`src/rtl/shadow_attr_pkg.sv`:
```
package shadow_attr_pkg;
  localparam int ADDR_W      = 20;
  localparam int CTL_W       = 8;
  localparam int LO_SEGS     = 8;
  localparam int HI_SEGS     = 4;
  localparam int LO_SHIFT    = 14;
  localparam int HI_SHIFT    = 15;
  localparam int RD_ATTR_BIT = 4;
  localparam int WR_ATTR_BIT = 5;
  localparam int TAG_W       = 3;
  localparam logic [TAG_W-1:0] LO_TAG = 3'b110;
  localparam logic [TAG_W-1:0] HI_TAG = 3'b111;

  typedef enum logic [1:0] {
    WIN_NONE = 2'd0,
    WIN_LO   = 2'd1,
    WIN_HI   = 2'd2
  } window_e;
endpackage

```
`src/rtl/shadow_ctl_regs.sv`:
```
module shadow_ctl_regs #(
  parameter int CTL_W = 8
) (
  input  logic             clk,
  input  logic             rst,
  input  logic             cfg_we,
  input  logic             cfg_unlock,
  input  logic             cfg_sel,
  input  logic [CTL_W-1:0] cfg_wdata,
  output logic [CTL_W-1:0] ctl_lo,
  output logic [CTL_W-1:0] ctl_hi
);
  logic wr_ok;
  assign wr_ok = cfg_we && cfg_unlock;

  always_ff @(posedge clk) begin
    if (rst) begin
      ctl_lo <= '0;
      ctl_hi <= '0;
    end else if (wr_ok) begin
      if (cfg_sel) ctl_hi <= cfg_wdata;
      else         ctl_lo <= cfg_wdata;
    end
  end

  AST_LOCKED_HOLD: assert property (@(posedge clk) disable iff (rst)
    (cfg_we && !cfg_unlock) |=> ($stable(ctl_lo) && $stable(ctl_hi)));
  AST_HI_LOAD: assert property (@(posedge clk) disable iff (rst)
    (cfg_we && cfg_unlock && cfg_sel) |=> (ctl_hi == $past(cfg_wdata)));
  AST_LO_LOAD: assert property (@(posedge clk) disable iff (rst)
    (cfg_we && cfg_unlock && !cfg_sel) |=> (ctl_lo == $past(cfg_wdata)));
endmodule

```
`src/rtl/shadow_window_cls.sv`:
```
module shadow_window_cls
  import shadow_attr_pkg::*;
#(
  parameter int AW = 20,
  parameter int TW = 3
) (
  input  logic [AW-1:0] addr,
  output window_e       win
);
  logic [TW-1:0] tag;
  assign tag = addr[AW-1 -: TW];

  always_comb begin
    if (tag == LO_TAG)      win = WIN_LO;
    else if (tag == HI_TAG) win = WIN_HI;
    else                    win = WIN_NONE;
  end
endmodule

```
`src/rtl/shadow_seg_match.sv`:
```
module shadow_seg_match #(
  parameter int AW    = 20,
  parameter int SEGS  = 8,
  parameter int SHIFT = 14,
  parameter int CTL_W = 8
) (
  input  logic [AW-1:0]    addr,
  input  logic [CTL_W-1:0] en_byte,
  output logic             hit
);
  localparam int IDX_W = (SEGS > 1) ? $clog2(SEGS) : 1;

  logic [IDX_W-1:0] idx;
  logic [SEGS-1:0]  sel;

  assign idx = addr[SHIFT +: IDX_W];

  for (genvar i = 0; i < SEGS; i++) begin : g_seg
    assign sel[i] = (idx == IDX_W'(i)) && en_byte[i];
  end

  assign hit = |sel;
endmodule

```
`src/rtl/shadow_attr_decoder.sv`:
```
module shadow_attr_decoder
  import shadow_attr_pkg::*;
#(
  parameter int AW       = ADDR_W,
  parameter int CW       = CTL_W,
  parameter int N_LO     = LO_SEGS,
  parameter int N_HI     = HI_SEGS,
  parameter int LO_SH    = LO_SHIFT,
  parameter int HI_SH    = HI_SHIFT,
  parameter int RD_BIT   = RD_ATTR_BIT,
  parameter int WR_BIT   = WR_ATTR_BIT
) (
  input  logic          clk,
  input  logic          rst,
  input  logic          cfg_we,
  input  logic          cfg_unlock,
  input  logic          cfg_sel,
  input  logic [CW-1:0] cfg_wdata,
  input  logic [AW-1:0] mem_addr,
  input  logic          mem_valid,
  input  logic          mem_write,
  output logic          rd_int_o,
  output logic          wr_int_o,
  output logic          acc_int_o,
  output logic          out_of_range_o,
  output logic          bios_rd_shadow_o,
  output logic          bios_wr_shadow_o
);
  logic [CW-1:0] ctl_lo, ctl_hi;
  window_e       win;
  logic          lo_hit, hi_hit, seg_on;
  logic          rd_n, wr_n, oor_n, acc_n;

  shadow_ctl_regs #(.CTL_W(CW)) u_regs (
    .clk(clk), .rst(rst), .cfg_we(cfg_we), .cfg_unlock(cfg_unlock),
    .cfg_sel(cfg_sel), .cfg_wdata(cfg_wdata),
    .ctl_lo(ctl_lo), .ctl_hi(ctl_hi)
  );

  shadow_window_cls #(.AW(AW), .TW(TAG_W)) u_win (
    .addr(mem_addr), .win(win)
  );

  shadow_seg_match #(.AW(AW), .SEGS(N_LO), .SHIFT(LO_SH), .CTL_W(CW)) u_lo (
    .addr(mem_addr), .en_byte(ctl_lo), .hit(lo_hit)
  );

  shadow_seg_match #(.AW(AW), .SEGS(N_HI), .SHIFT(HI_SH), .CTL_W(CW)) u_hi (
    .addr(mem_addr), .en_byte(ctl_hi), .hit(hi_hit)
  );

  always_comb begin
    seg_on = ((win == WIN_LO) && lo_hit) || ((win == WIN_HI) && hi_hit);
    rd_n   = seg_on && ctl_hi[RD_BIT];
    wr_n   = seg_on && ctl_hi[WR_BIT];
    oor_n  = (win == WIN_NONE);
    acc_n  = mem_valid && (mem_write ? wr_n : rd_n);
  end

  always_ff @(posedge clk) begin
    if (rst) begin
      rd_int_o       <= 1'b0;
      wr_int_o       <= 1'b0;
      acc_int_o      <= 1'b0;
      out_of_range_o <= 1'b0;
    end else begin
      rd_int_o       <= rd_n;
      wr_int_o       <= wr_n;
      acc_int_o      <= acc_n;
      out_of_range_o <= oor_n;
    end
  end

  assign bios_rd_shadow_o = ctl_hi[RD_BIT];
  assign bios_wr_shadow_o = ctl_hi[WR_BIT];

  AST_RESET_CLEAR: assert property (@(posedge clk)
    $past(rst) |-> !(rd_int_o || wr_int_o || acc_int_o || bios_rd_shadow_o));
  AST_RD_NEEDS_ATTR: assert property (@(posedge clk) disable iff (rst)
    rd_int_o |-> $past(bios_rd_shadow_o));
  AST_WR_NEEDS_ATTR: assert property (@(posedge clk) disable iff (rst)
    wr_int_o |-> $past(bios_wr_shadow_o));
  AST_OOR_NO_INT: assert property (@(posedge clk) disable iff (rst)
    out_of_range_o |-> !(rd_int_o || wr_int_o));
  AST_ACC_QUAL: assert property (@(posedge clk) disable iff (rst)
    acc_int_o |-> (rd_int_o || wr_int_o));
  AST_ACC_VALID: assert property (@(posedge clk) disable iff (rst)
    acc_int_o |-> $past(mem_valid));
endmodule

```
`config.mk`:
```
export PLATFORM = sky130hd
export DESIGN_NAME = shadow_attr_decoder
export DESIGN_NICKNAME = d
export VERILOG_FILES = /design/src/rtl/shadow_attr_pkg.sv /design/src/rtl/shadow_ctl_regs.sv /design/src/rtl/shadow_window_cls.sv /design/src/rtl/shadow_seg_match.sv /design/src/rtl/shadow_attr_decoder.sv
export SDC_FILE = /design/constraint.sdc
export NUM_CORES = 1
export LEC_CHECK = 0
export BUFFER_PORTS_ARGS = -buffer_cell sky130_fd_sc_hd__buf_2
export CORE_ASPECT_RATIO = 1.5
export CORE_MARGIN = 2
export CORE_UTILIZATION = 38
export CTS_BUF_LIST = sky130_fd_sc_hd__clkbuf_16
export CTS_CLUSTER_DIAMETER = 100
export DETAILED_ROUTE_END_ITERATION = 16
export HOLD_SLACK_MARGIN = 0.1
export PLACE_DENSITY = 0.8
export RECOVER_POWER = 50
export SYNTH_ARGS = -nofsm -noshare
export SYNTH_HDL_FRONTEND = slang
export SYNTH_SLANG_ARGS = --single-unit
```
`constraint.sdc`:
```
create_clock -name clk -period 1.3 [get_ports clk]
set_clock_uncertainty 0.1 [all_clocks]
set_input_delay 0.13 -clock clk [delete_from_list [all_inputs] [get_ports clk]]
set_output_delay 0.13 -clock clk [all_outputs]
set_load 0.005 [all_outputs]
```
==> key figures, run 1 <==
STA
  – Final setup violation count: 3
  – Final period util: 1.11
  – Final hold violation count: 0
  – Fmax achieved: 0.695 GHz
  – Worst Max-Slew Pin Slew: 0.387 ns
  – RSZ-0062 raised after global routing: yes
  – Max_slew headroom: 0.741
  – Final Slew Violations: 0
  – Final worst-path setup slack: -0.139 ns
  – Tmin final: 1.44 ns

Critical path
  – Worst flop-to-flop path endpoint: rd_int_o$_SDFF_PP0_
  – CP Max Fanout: 3
  – R2R setup slack: -0.14 ns
  – Worst r2r path cells: 4
  – CP startpoint: u_regs.ctl_hi[0]$_SDFFE_PP0P_
  – WP data arrival: 1.47 ns
  – CP startpoint kind: flop
  – WP data required: 1.33 ns
  – Setup CP Type: reg2reg
  – FF-to-FF Start: u_regs.ctl_hi[0]$_SDFFE_PP0P_
  – CP endpoint kind: flop

Place
  – Pre-CTS setup slack: -0.147 ns
  – Placed Area: 940 µm²
  – GP Congestion: 0.669
  – Detailed Place HPWL: 1200 µm
  – Port Buffers: 26

GRT
  – Tot GR Track Use: 0.162
  – Largest net degree at the start of global routing: 12
  – First-pass GRT wire length: 2580 µm
  – Overflow after GRT: 0
  – Initial antenna violation count: 0
  – Vias in the first global route: 650

Power and ir drop
  – Pwr Density: 1170 nW/µm²
  – Max VDD drop: 0.741 mV
  – Leak pwr: 0.556 nW

Job
  – MaxCap Viol Count: 0

Synth
  – Cell Area, Synth: 766 µm²
  – Syn avg cell area: 10.8 µm²
  – #FFs+latches synth: 18
  – Register area share after synthesis: 0.471
  – Top cell type's share of synthesized area: 0.471
  – Synth Instances: 71
  – Synth top area cells: dfxtp_1, mux2i_1, nor2_1, mux4_1, nor2b_1
  – Syn Nets: 106
  – Count of different cell masters after synthesis: 17
  – YS warnings: 0
  – Synth area leader: dfxtp_1

Cells and area
  – Share of layout cells above drive strength 1: 0.295
  – Most used cells in the layout excluding fill and tap cells: mux2i_1, buf_2, dfxtp_1
  – Design area: 1130 µm²
  – Diode count: 0
  – Post-layout nets: 149
  – Synthesis-to-finish area growth: 47.4%

Die
  – Die H: 59.0 µm
  – Die area: 2400 µm²
  – Chip Width: 40.7 µm
  – Placement Rows: 19
  – Top-Level Pins: 41
  – Core ar.: 1880 µm²
  – Initial core utilization: 0.408

Drt
  – Mean number of vias per cell: 4.83
  – DRC viols: 0
  – Pre-Repair DR Iteration Count: 4
  – DRT Wirelength: 1560 µm
  – Post-route ant nets: 0
  – Post-DR wirelength/cell: 11.7 µm
  – Starting DRC count in detailed routing: 6
  – Vias: 642

CTS
  – CTS sink cnt: 18
  – Longest Clk Path Bufs: 2
  – Clk slew on worst S/H paths: 0.05 ns
  – Skew-Pair Late Insertion Delay: 0.24 ns
  – TritonCTS clock tree: built
  – Clk root buf: clkbuf_16
  – CTS Buf Count: 3
  – H-Tree Depth: 1
  – Post-CTS Repair Setup Buffers: 0

Hold path
  – Min-Delay Path Class: in2reg
  – Worst Hold End: acc_int_o$_SDFF_PP0_
  – Hold path cells: 3
  – Hold path start: mem_write

Status
  – Outcome: finished with violations
  – Failing checks: setup timing
## flip-flops by register name, indices dropped and copies added, names as in the netlist
name / cells
u_regs.ctl_lo: 8
u_regs.ctl_hi: 6
acc_int_o: 1
out_of_range_o: 1
rd_int_o: 1
wr_int_o: 1
## report_power, final
group	internal, mW	switching (mW)	leakage [nW]
Combinational	0.0894	0.0630	0.372
Sequential	0.570	0.00844	0.147
Clock	0.403	0.182	0.0370
Total	1.06	0.254	0.556
## synth_stat cells, drive strengths merged
master,number
mux2i,19
nand3,2
nand2,1
a2111oi,1
nor2,15
nor2b,4
a31oi,1
clkbuf,2
a22oi,1
buf,2
nand3b,1
a21oi,1
nor4bb,1
mux4,1
dfxtp,18
nor3b,1
## layout make-up
class,count,area [µm²]
Timing Repair Buffer,42,272
Tap cell,21,26.3
Clock buffer,3,75.1
Sequential cell,18,363
Fill cell,163,749
Multi-Input combinational cell,49,393
## routing by layer
metal  routed length (µm)  GRT usage  share of wire
met5                    0          0              0
met4                   21      0.100          0.013
met3                   85     0.0338          0.054
met2                  883      0.274           0.57
met1                  570      0.169           0.37
## stage by stage
stage	utilization	total power [mW]	setup TNS, ns	instances	hold WS, ns
2_1_floorplan	-	0.660	-0.214	71	0.122
3_3_place_gp	0.500	0.711	-0.326	118	0.220
3_5_place_dp	0.500	0.716	-0.400	118	0.222
4_1_cts	0.604	1.34	-0.415	133	0.130
5_1_grt	0.601	1.37	-0.527	133	0.156
6_report	0.601	1.32	-0.385	133	0.147
## cells by family after synthesis
group,share of synthesized area
AO/OA/AOI/OAI,0.0523
buffers and inverters,0.0310
flip-flops,0.471
multiplexers,0.283
AND/OR/NAND/NOR,0.163
## critical path, cell delays in order (launching register included)
cell and delay, ns:
dfxtp_2 0.31, mux4_2 0.44, nor4bb_4 0.16, a31oi_2 0.22, nor2b_1 0.08
## worst max path at each step
stage,slack (ns),cells after the start,end
finish,-0.14,4,rd_int_o$_SDFF_PP0_
detailed placement,-0.15,4,rd_int_o$_SDFF_PP0_
floorplan,-0.07,4,rd_int_o$_SDFF_PP0_
CTS,-0.15,4,rd_int_o$_SDFF_PP0_
global route,-0.19,4,rd_int_o$_SDFF_PP0_
global placement,-0.11,4,rd_int_o$_SDFF_PP0_
## timing repair
action	in CTS	in global routing
endpoints found under the setup margin	3	3
hold buffers	12	0
endpoints found under the hold margin	16	0
resized for setup	0	2
pin swaps	1	1
Power figures use the tool's default switching activity.
==> inputs of run 2 (changes only) <==
--- a/config.mk
+++ b/config.mk
@@ -14,7 +14,7 @@
 export DETAILED_ROUTE_END_ITERATION = 16
 export HOLD_SLACK_MARGIN = 0.1
 export PLACE_DENSITY = 0.8
-export RECOVER_POWER = 50
+export RECOVER_POWER = 25
 export SYNTH_ARGS = -nofsm -noshare
 export SYNTH_HDL_FRONTEND = slang
 export SYNTH_SLANG_ARGS = --single-unit
==> run 2 against run 1 <==
Against the previous run: the run still ends with setup timing left; non-clock buffer count unchanged; total power about the same; clock power about the same; global-route usage unchanged; sequential share of layout area down 0.14 points; wire length down 0.70%; first-iteration DRC count unchanged; maximum frequency about the same; critical path depth unchanged; critical path type unchanged; utilization up 0.27 points; die area unchanged; register-to-register slack about the same; critical endpoint unchanged.
==> key figures, run 2 (same netlist as run 1, synthesis figures left out) <==
CTS
  – Clk slew on worst S/H paths: 0.05 ns (about the same)
  – CTS sink cnt: 18 (unchanged)
  – Longest Clk Path Bufs: 2 (unchanged)
  – TritonCTS clock tree: built (unchanged)
  – H-Tree Depth: 1 (unchanged)
  – Clk root buf: clkbuf_16 (unchanged)
  – Post-CTS Repair Setup Buffers: 0 (unchanged)
  – Skew-Pair Late Insertion Delay: 0.24 ns (about the same)
  – CTS Buf Count: 3 (unchanged)

Die
  – Initial core utilization: 0.408 (unchanged)
  – Die H: 59.0 µm (unchanged)
  – Chip Width: 40.7 µm (unchanged)
  – Top-Level Pins: 41 (unchanged)
  – Core ar.: 1880 µm² (unchanged)
  – Placement Rows: 19 (unchanged)
  – Die area: 2400 µm² (unchanged)

Critical path
  – CP startpoint kind: flop (unchanged)
  – CP delay by family, top: multiplexers (unchanged)
  – CP Max Fanout: 3 (unchanged)
  – Critical path's largest stage delay: 0.46 ns (was 0.44 ns)
  – WP data required: 1.33 ns (about the same)
  – WP data arrival: 1.47 ns (about the same)
  – Critical path buffers and inverters: 0 (unchanged)
  – Critical path's slowest cell: mux4_2 (unchanged)
  – Setup CP Type: reg2reg (unchanged)
  – Crit-path cells: mux4_2 > nor4bb_4 > a31oi_2 > nor2b_1 (unchanged)
  – CP endpoint kind: flop (unchanged)

Drt
  – DRT Wirelength: 1550 µm (was 1560 µm)
  – Starting DRC count in detailed routing: 6 (unchanged)
  – Post-route ant nets: 0 (unchanged)
  – Mean number of vias per cell: 4.83 (unchanged)
  – Vias: 642 (unchanged)
  – DRC viols: 0 (unchanged)
  – Pre-Repair DR Iteration Count: 4 (unchanged)
  – Post-DR wirelength/cell: 11.7 µm (about the same)

GRT
  – Overflow after GRT: 0 (unchanged)
  – M1 GR Usage: 0.169 (unchanged)
  – Largest net degree at the start of global routing: 12 (unchanged)
  – Tot GR Track Use: 0.162 (unchanged)
  – First-pass GRT wire length: 2580 µm (unchanged)
  – Gr busiest metal: met2 (unchanged)
  – Vias in the first global route: 650 (unchanged)
  – Initial antenna violation count: 0 (unchanged)
  – Met2 usage: 0.274 (unchanged)
  – M3 GR Usage: 0.0338 (unchanged)

Power and ir drop
  – Seq pwr share: 0.440 (about the same)
  – Pwr Density: 1160 nW/µm² (was 1170 nW/µm²)
  – Switching Share: 0.191 (was 0.193)
  – Clock power share: 0.444 (was 0.445)
  – Power share of the combinational group: 0.117 (was 0.116)
  – Net switching power: 252 µW (was 254 µW)
  – Max VDD drop: 0.741 mV (about the same)
  – Leak pwr: 0.569 nW (was 0.556 nW)
  – Internal: 1.06 mW (about the same)

Cells and area
  – Synthesis-to-finish area growth: 48.0% (was 47.4%)
  – Number of flip-flops under the largest register name: 8 (unchanged)
  – Diode count: 0 (unchanged)
  – FF/Latch Area: 363 µm² (unchanged)
  – Fillers: 161 (was 163)
  – Top reg by flops: u_regs.ctl_lo (unchanged)
  – Most common cell after layout, fill and taps aside: buf_2
  – Post-layout nets: 149 (unchanged)
  – Most used cells in the layout excluding fill and tap cells: buf_2, mux2i_1, dfxtp_1 (was mux2i_1, buf_2, dfxtp_1)
  – Share of layout cells above drive strength 1: 0.330 (was 0.295)
  – Top flop regs: u_regs.ctl_lo: 8 flops, u_regs.ctl_hi: 6 flops (unchanged)
  – Area occupied by multi-input gates: 393 µm² (unchanged)

STA
  – Max_slew headroom: 0.740 (was 0.741)
  – Final worst-path setup slack: -0.140 ns (was -0.139 ns)
  – Final Slew Violations: 0 (unchanged)
  – RSZ-0062 raised after global routing: yes (unchanged)
  – Tmin final: 1.44 ns (about the same)
  – Final hold violation count: 0 (unchanged)
  – Worst Max-Slew Pin Slew: 0.389 ns (was 0.387 ns)
  – Fin Hold WS: 0.148 ns (was 0.147 ns)
  – Final setup violation count: 3 (unchanged)
  – Final period util: 1.11 (about the same)
  – Fmax achieved: 0.694 GHz (was 0.695 GHz)

Hold path
  – Min-Delay Path Class: in2reg (unchanged)

Place
  – Detailed Place HPWL: 1200 µm (unchanged)
  – Port Buffers: 26 (unchanged)
  – Pre-CTS setup slack: -0.147 ns (unchanged)
  – GP Congestion: 0.669 (unchanged)

Status
  – Failing checks: setup timing (unchanged)
  – Outcome: finished with violations (unchanged)

Job
  – MaxCap Viol Count: 0 (unchanged)
==> run 2: cell types whose count changed in the layout (fill, tap and decap cells not counted), sizes merged <==
cell	before	now
buf	23	27
clkbuf	10	6
==> run 2: path summary, 6_finish.rpt <==
check             cells after the start                     startpoint                       endpoint  slack (ns)
setup / recovery                      4  u_regs.ctl_hi[3]$_SDFFE_PP0P_            rd_int_o$_SDFF_PP0_       -0.14
hold / removal                        3                      mem_write           acc_int_o$_SDFF_PP0_        0.15
setup reg to reg                      4  u_regs.ctl_hi[3]$_SDFFE_PP0P_            rd_int_o$_SDFF_PP0_       -0.14
hold reg to reg                       2  u_regs.ctl_lo[3]$_SDFFE_PP0P_  u_regs.ctl_lo[3]$_SDFFE_PP0P_        0.39
==> run 2: layout make-up <==
class / count / share of cell area
sequential: 18 / 0.320
timing repair buffer: 42 / 0.244
clock buffer: 3 / 0.0662
multi-input combinational: 49 / 0.347
tap: 21 / 0.0232
==> run 2: through the flow <==
step	utilization	cell area, µm²	TNS (ns)	cells	total power, mW
floorplan	-	777	-0.214	71	0.660
global placement	0.500	940	-0.326	118	0.711
detailed placement	0.500	940	-0.400	118	0.716
CTS	0.604	1130	-0.415	133	1.34
global route	0.604	1130	-0.527	133	1.37
finish	0.604	1130	-0.387	133	1.32
==> run 2: routing by layer <==
metal | wire length [µm] | share of wire
met1 | 557 | 0.36
met5 | 0 | 0
met3 | 84 | 0.054
met4 | 21 | 0.014
met2 | 887 | 0.57
==> run 2: worst min-delay path: cells and delay by family <==
kind / cells / cell delay, ns
and+or+nand+nor: 1 / 0.16
buffers and inverters: 1 / 0.08
muxes: 1 / 0.07
==> run 2: power by group through the flow <==
stage                     registers (mW)  clock network, mW  logic (mW)
final                              0.579              0.584       0.153
after floorplan                    0.588                  0      0.0719
after global routing               0.581              0.623       0.169
after CTS                          0.578              0.602       0.155
after detailed placement           0.590                  0       0.126
after global placement             0.589                  0       0.122
==> run 2: timing repair <==
| action | in CTS | in global routing |
|---|---|---|
| hold endpoints to repair | 16 | 0 |
| endpoints found under the setup margin | 3 | 3 |
| pin swaps | 1 | 1 |
| gates resized for setup | 0 | 2 |
| hold buffers | 12 | 0 |
==> inputs of run 3 (changes only) <==
--- a/config.mk
+++ b/config.mk
@@ -6,14 +6,14 @@
 export NUM_CORES = 1
 export LEC_CHECK = 0
 export BUFFER_PORTS_ARGS = -buffer_cell sky130_fd_sc_hd__buf_2
-export CORE_ASPECT_RATIO = 1.5
+export CORE_ASPECT_RATIO = 1.4
 export CORE_MARGIN = 2
-export CORE_UTILIZATION = 38
+export CORE_UTILIZATION = 40
 export CTS_BUF_LIST = sky130_fd_sc_hd__clkbuf_16
 export CTS_CLUSTER_DIAMETER = 100
 export DETAILED_ROUTE_END_ITERATION = 16
 export HOLD_SLACK_MARGIN = 0.1
-export PLACE_DENSITY = 0.8
+export PLACE_DENSITY = 0.81
 export RECOVER_POWER = 25
 export SYNTH_ARGS = -nofsm -noshare
 export SYNTH_HDL_FRONTEND = slang
==> constraint.sdc (replaced) <==
create_clock -name clk -period 1.4 [get_ports clk]
set_clock_uncertainty 0.1 [all_clocks]
set_input_delay 0.14 -clock clk [delete_from_list [all_inputs] [get_ports clk]]
set_output_delay 0.14 -clock clk [all_outputs]
set_load 0.005 [all_outputs]
==> run 3 against run 2 <==
Against the previous run: the run still ends with setup timing left; worst hold slack barely moved; global-route usage increased by 1.7 points; sequential power decreased by 7.1%; worst setup slack improved by 0.084 ns; register-to-register slack better by 0.08 ns; sequential share of layout area is 0.50 points higher; critical path type unchanged; largest power group unchanged.
==> key figures, run 3 (same netlist as run 1, synthesis figures left out) <==
CTS
  – TritonCTS clock tree: built (unchanged)
  – CTS sink cnt: 18 (unchanged)
  – Longest Clk Path Bufs: 2 (unchanged)
  – Clk root buf: clkbuf_16 (unchanged)
  – Skew-Pair Late Insertion Delay: 0.25 ns (was 0.24 ns)
  – Clk slew on worst S/H paths: 0.05 ns (about the same)
  – H-Tree Depth: 1 (unchanged)
  – CTS Buf Count: 3 (unchanged)

GRT
  – Vias in the first global route: 661 (was 650)
  – Gr busiest metal: met2 (unchanged)
  – Initial antenna violation count: 0 (unchanged)
  – Overflow after GRT: 0 (unchanged)
  – Tot GR Track Use: 0.179 (was 0.162)
  – Largest net degree at the start of global routing: 18 (was 12)
  – Met2 usage: 0.283 (was 0.274)
  – M1 GR Usage: 0.199 (was 0.169)
  – M3 GR Usage: 0.0360 (was 0.0338)
  – First-pass GRT wire length: 2780 µm (was 2580 µm)

Critical path
  – CP startpoint kind: flop (unchanged)
  – WP data arrival: 1.49 ns (was 1.47 ns)
  – Setup CP Type: reg2reg (unchanged)
  – R2R setup slack: -0.06 ns (was -0.14 ns)
  – CP Max Fanout: 3 (unchanged)
  – WP data required: 1.44 ns (was 1.33 ns)
  – CP endpoint kind: flop (unchanged)

Die
  – Die H: 55.8 µm (was 59.0 µm)
  – Die area: 2290 µm² (was 2400 µm²)
  – Core ar.: 1780 µm² (was 1880 µm²)
  – Initial core utilization: 0.430 (was 0.408)
  – Chip Width: 41.0 µm (was 40.7 µm)
  – Top-Level Pins: 41 (unchanged)
  – Placement Rows: 18 (was 19)

STA
  – Fin Hold WS: 0.148 ns (about the same)
  – RSZ-0062 raised after global routing: yes (unchanged)
  – Final hold violation count: 0 (unchanged)
  – Max_slew headroom: 0.729 (was 0.740)
  – Fmax achieved: 0.687 GHz (was 0.694 GHz)
  – Final setup violation count: 3 (unchanged)
  – Final Slew Violations: 0 (unchanged)
  – Tmin final: 1.46 ns (was 1.44 ns)
  – Final worst-path setup slack: -0.0564 ns (was -0.140 ns)
  – Final period util: 1.04 (was 1.11)
  – Worst Max-Slew Pin Slew: 0.406 ns (was 0.389 ns)

Power and ir drop
  – Leak pwr: 0.556 nW (was 0.569 nW)
  – Pwr Density: 1120 nW/µm² (was 1160 nW/µm²)
  – Max VDD drop: 0.618 mV (was 0.741 mV)
  – Tot Pwr: 1.25 mW (was 1.32 mW)

Cells and area
  – Diode count: 0 (unchanged)
  – Most used cells in the layout excluding fill and tap cells: buf_2, mux2i_1, dfxtp_1 (unchanged)
  – Design area: 1110 µm² (was 1130 µm²)
  – Fin cells: 130 (was 133)
  – Number of flip-flops under the largest register name: 8 (unchanged)
  – Top reg by flops: u_regs.ctl_lo (unchanged)
  – Most common cell after layout, fill and taps aside: buf_2 (unchanged)
  – Top flop regs: u_regs.ctl_lo: 8 flops, u_regs.ctl_hi: 6 flops (unchanged)
  – Share of layout cells above drive strength 1: 0.309 (was 0.330)
  – Post-layout nets: 147 (was 149)
  – Synthesis-to-finish area growth: 45.3% (was 48.0%)

Drt
  – DRC viols: 0 (unchanged)
  – Starting DRC count in detailed routing: 2 (was 6)
  – Post-DR wirelength/cell: 13.1 µm (was 11.7 µm)
  – Mean number of vias per cell: 5.00 (was 4.83)
  – Pre-Repair DR Iteration Count: 3 (was 4)
  – Post-route ant nets: 0 (unchanged)
  – DRT Wirelength: 1700 µm (was 1550 µm)
  – Vias: 650 (was 642)

Job
  – MaxCap Viol Count: 0 (unchanged)

Place
  – Pre-CTS setup slack: -0.0566 ns (was -0.147 ns)
  – GP Congestion: 0.686 (was 0.669)
  – Detailed Place HPWL: 1150 µm (was 1200 µm)
  – Placed Area: 912 µm² (was 940 µm²)
  – Cells after DPL: 115 (was 118)
  – Port Buffers: 26 (unchanged)

Status
  – Failing checks: setup timing (unchanged)
  – Outcome: finished with violations (unchanged)

Hold path
  – Min-Delay Path Class: in2reg (unchanged)
==> run 3: changes by cell type in the layout (fill, tap and decap cells not counted), sizes merged <==
cell / change
buf: -2
clkbuf: +1
dlygate4sd3: -1
==> run 3: repair_timing <==
item                       4_1_cts  5_1_grt
hold endpoints to repair        16        1
setup buffers                    1        0
hold buffers                    11        1
pin swaps                        1        1
setup endpoints to repair        3        4
resized for setup                4        0
==> run 3: final cells by class <==
| type | instances | area (µm²) |
|---|---|---|
| fill | 156 | 667 |
| timing repair buffer | 40 | 258 |
| clock buffer | 3 | 75.1 |
| multi-input combinational | 49 | 393 |
| tap | 20 | 25.0 |
| sequential | 18 | 362 |
==> run 3: path summary, 6_finish.rpt <==
check	cells past startpoint	endpoint	startpoint
worst min-delay path	3	acc_int_o$_SDFF_PP0_	mem_write
worst min register to register	2	u_regs.ctl_lo[7]$_SDFFE_PP0P_	u_regs.ctl_lo[7]$_SDFFE_PP0P_
worst max-delay path	4	wr_int_o$_SDFF_PP0_	u_regs.ctl_hi[3]$_SDFFE_PP0P_
worst max register to register	4	wr_int_o$_SDFF_PP0_	u_regs.ctl_hi[3]$_SDFFE_PP0P_
==> run 3: stage by stage <==
stage / setup TNS (ns) / util
final: -0.160 / 0.625
after global routing: -0.240 / 0.625
after CTS: -0.142 / 0.628
after detailed placement: -0.164 / 0.513
after global placement: -0.105 / 0.513
after floorplan: 0 / -
==> run 3: worst max-delay path, cell delays in order (launching register included) <==
cell	delay (ns)
dfxtp_2	0.31
mux4_2	0.46
nor4bb_4	0.17
a31oi_2	0.23
nor2b_1	0.07
==> run 3: metal layers <==
metal	vias up	wire length, µm
met5	-	0
met4	0	48
met3	6	85
met2	17	866
met1	302	700
li1	325	-
==> run 3: where the power goes <==
part / internal (mW) / switching (mW)
clock network: 0.376 / 0.192
logic: 0.0799 / 0.0596
registers: 0.529 / 0.00872
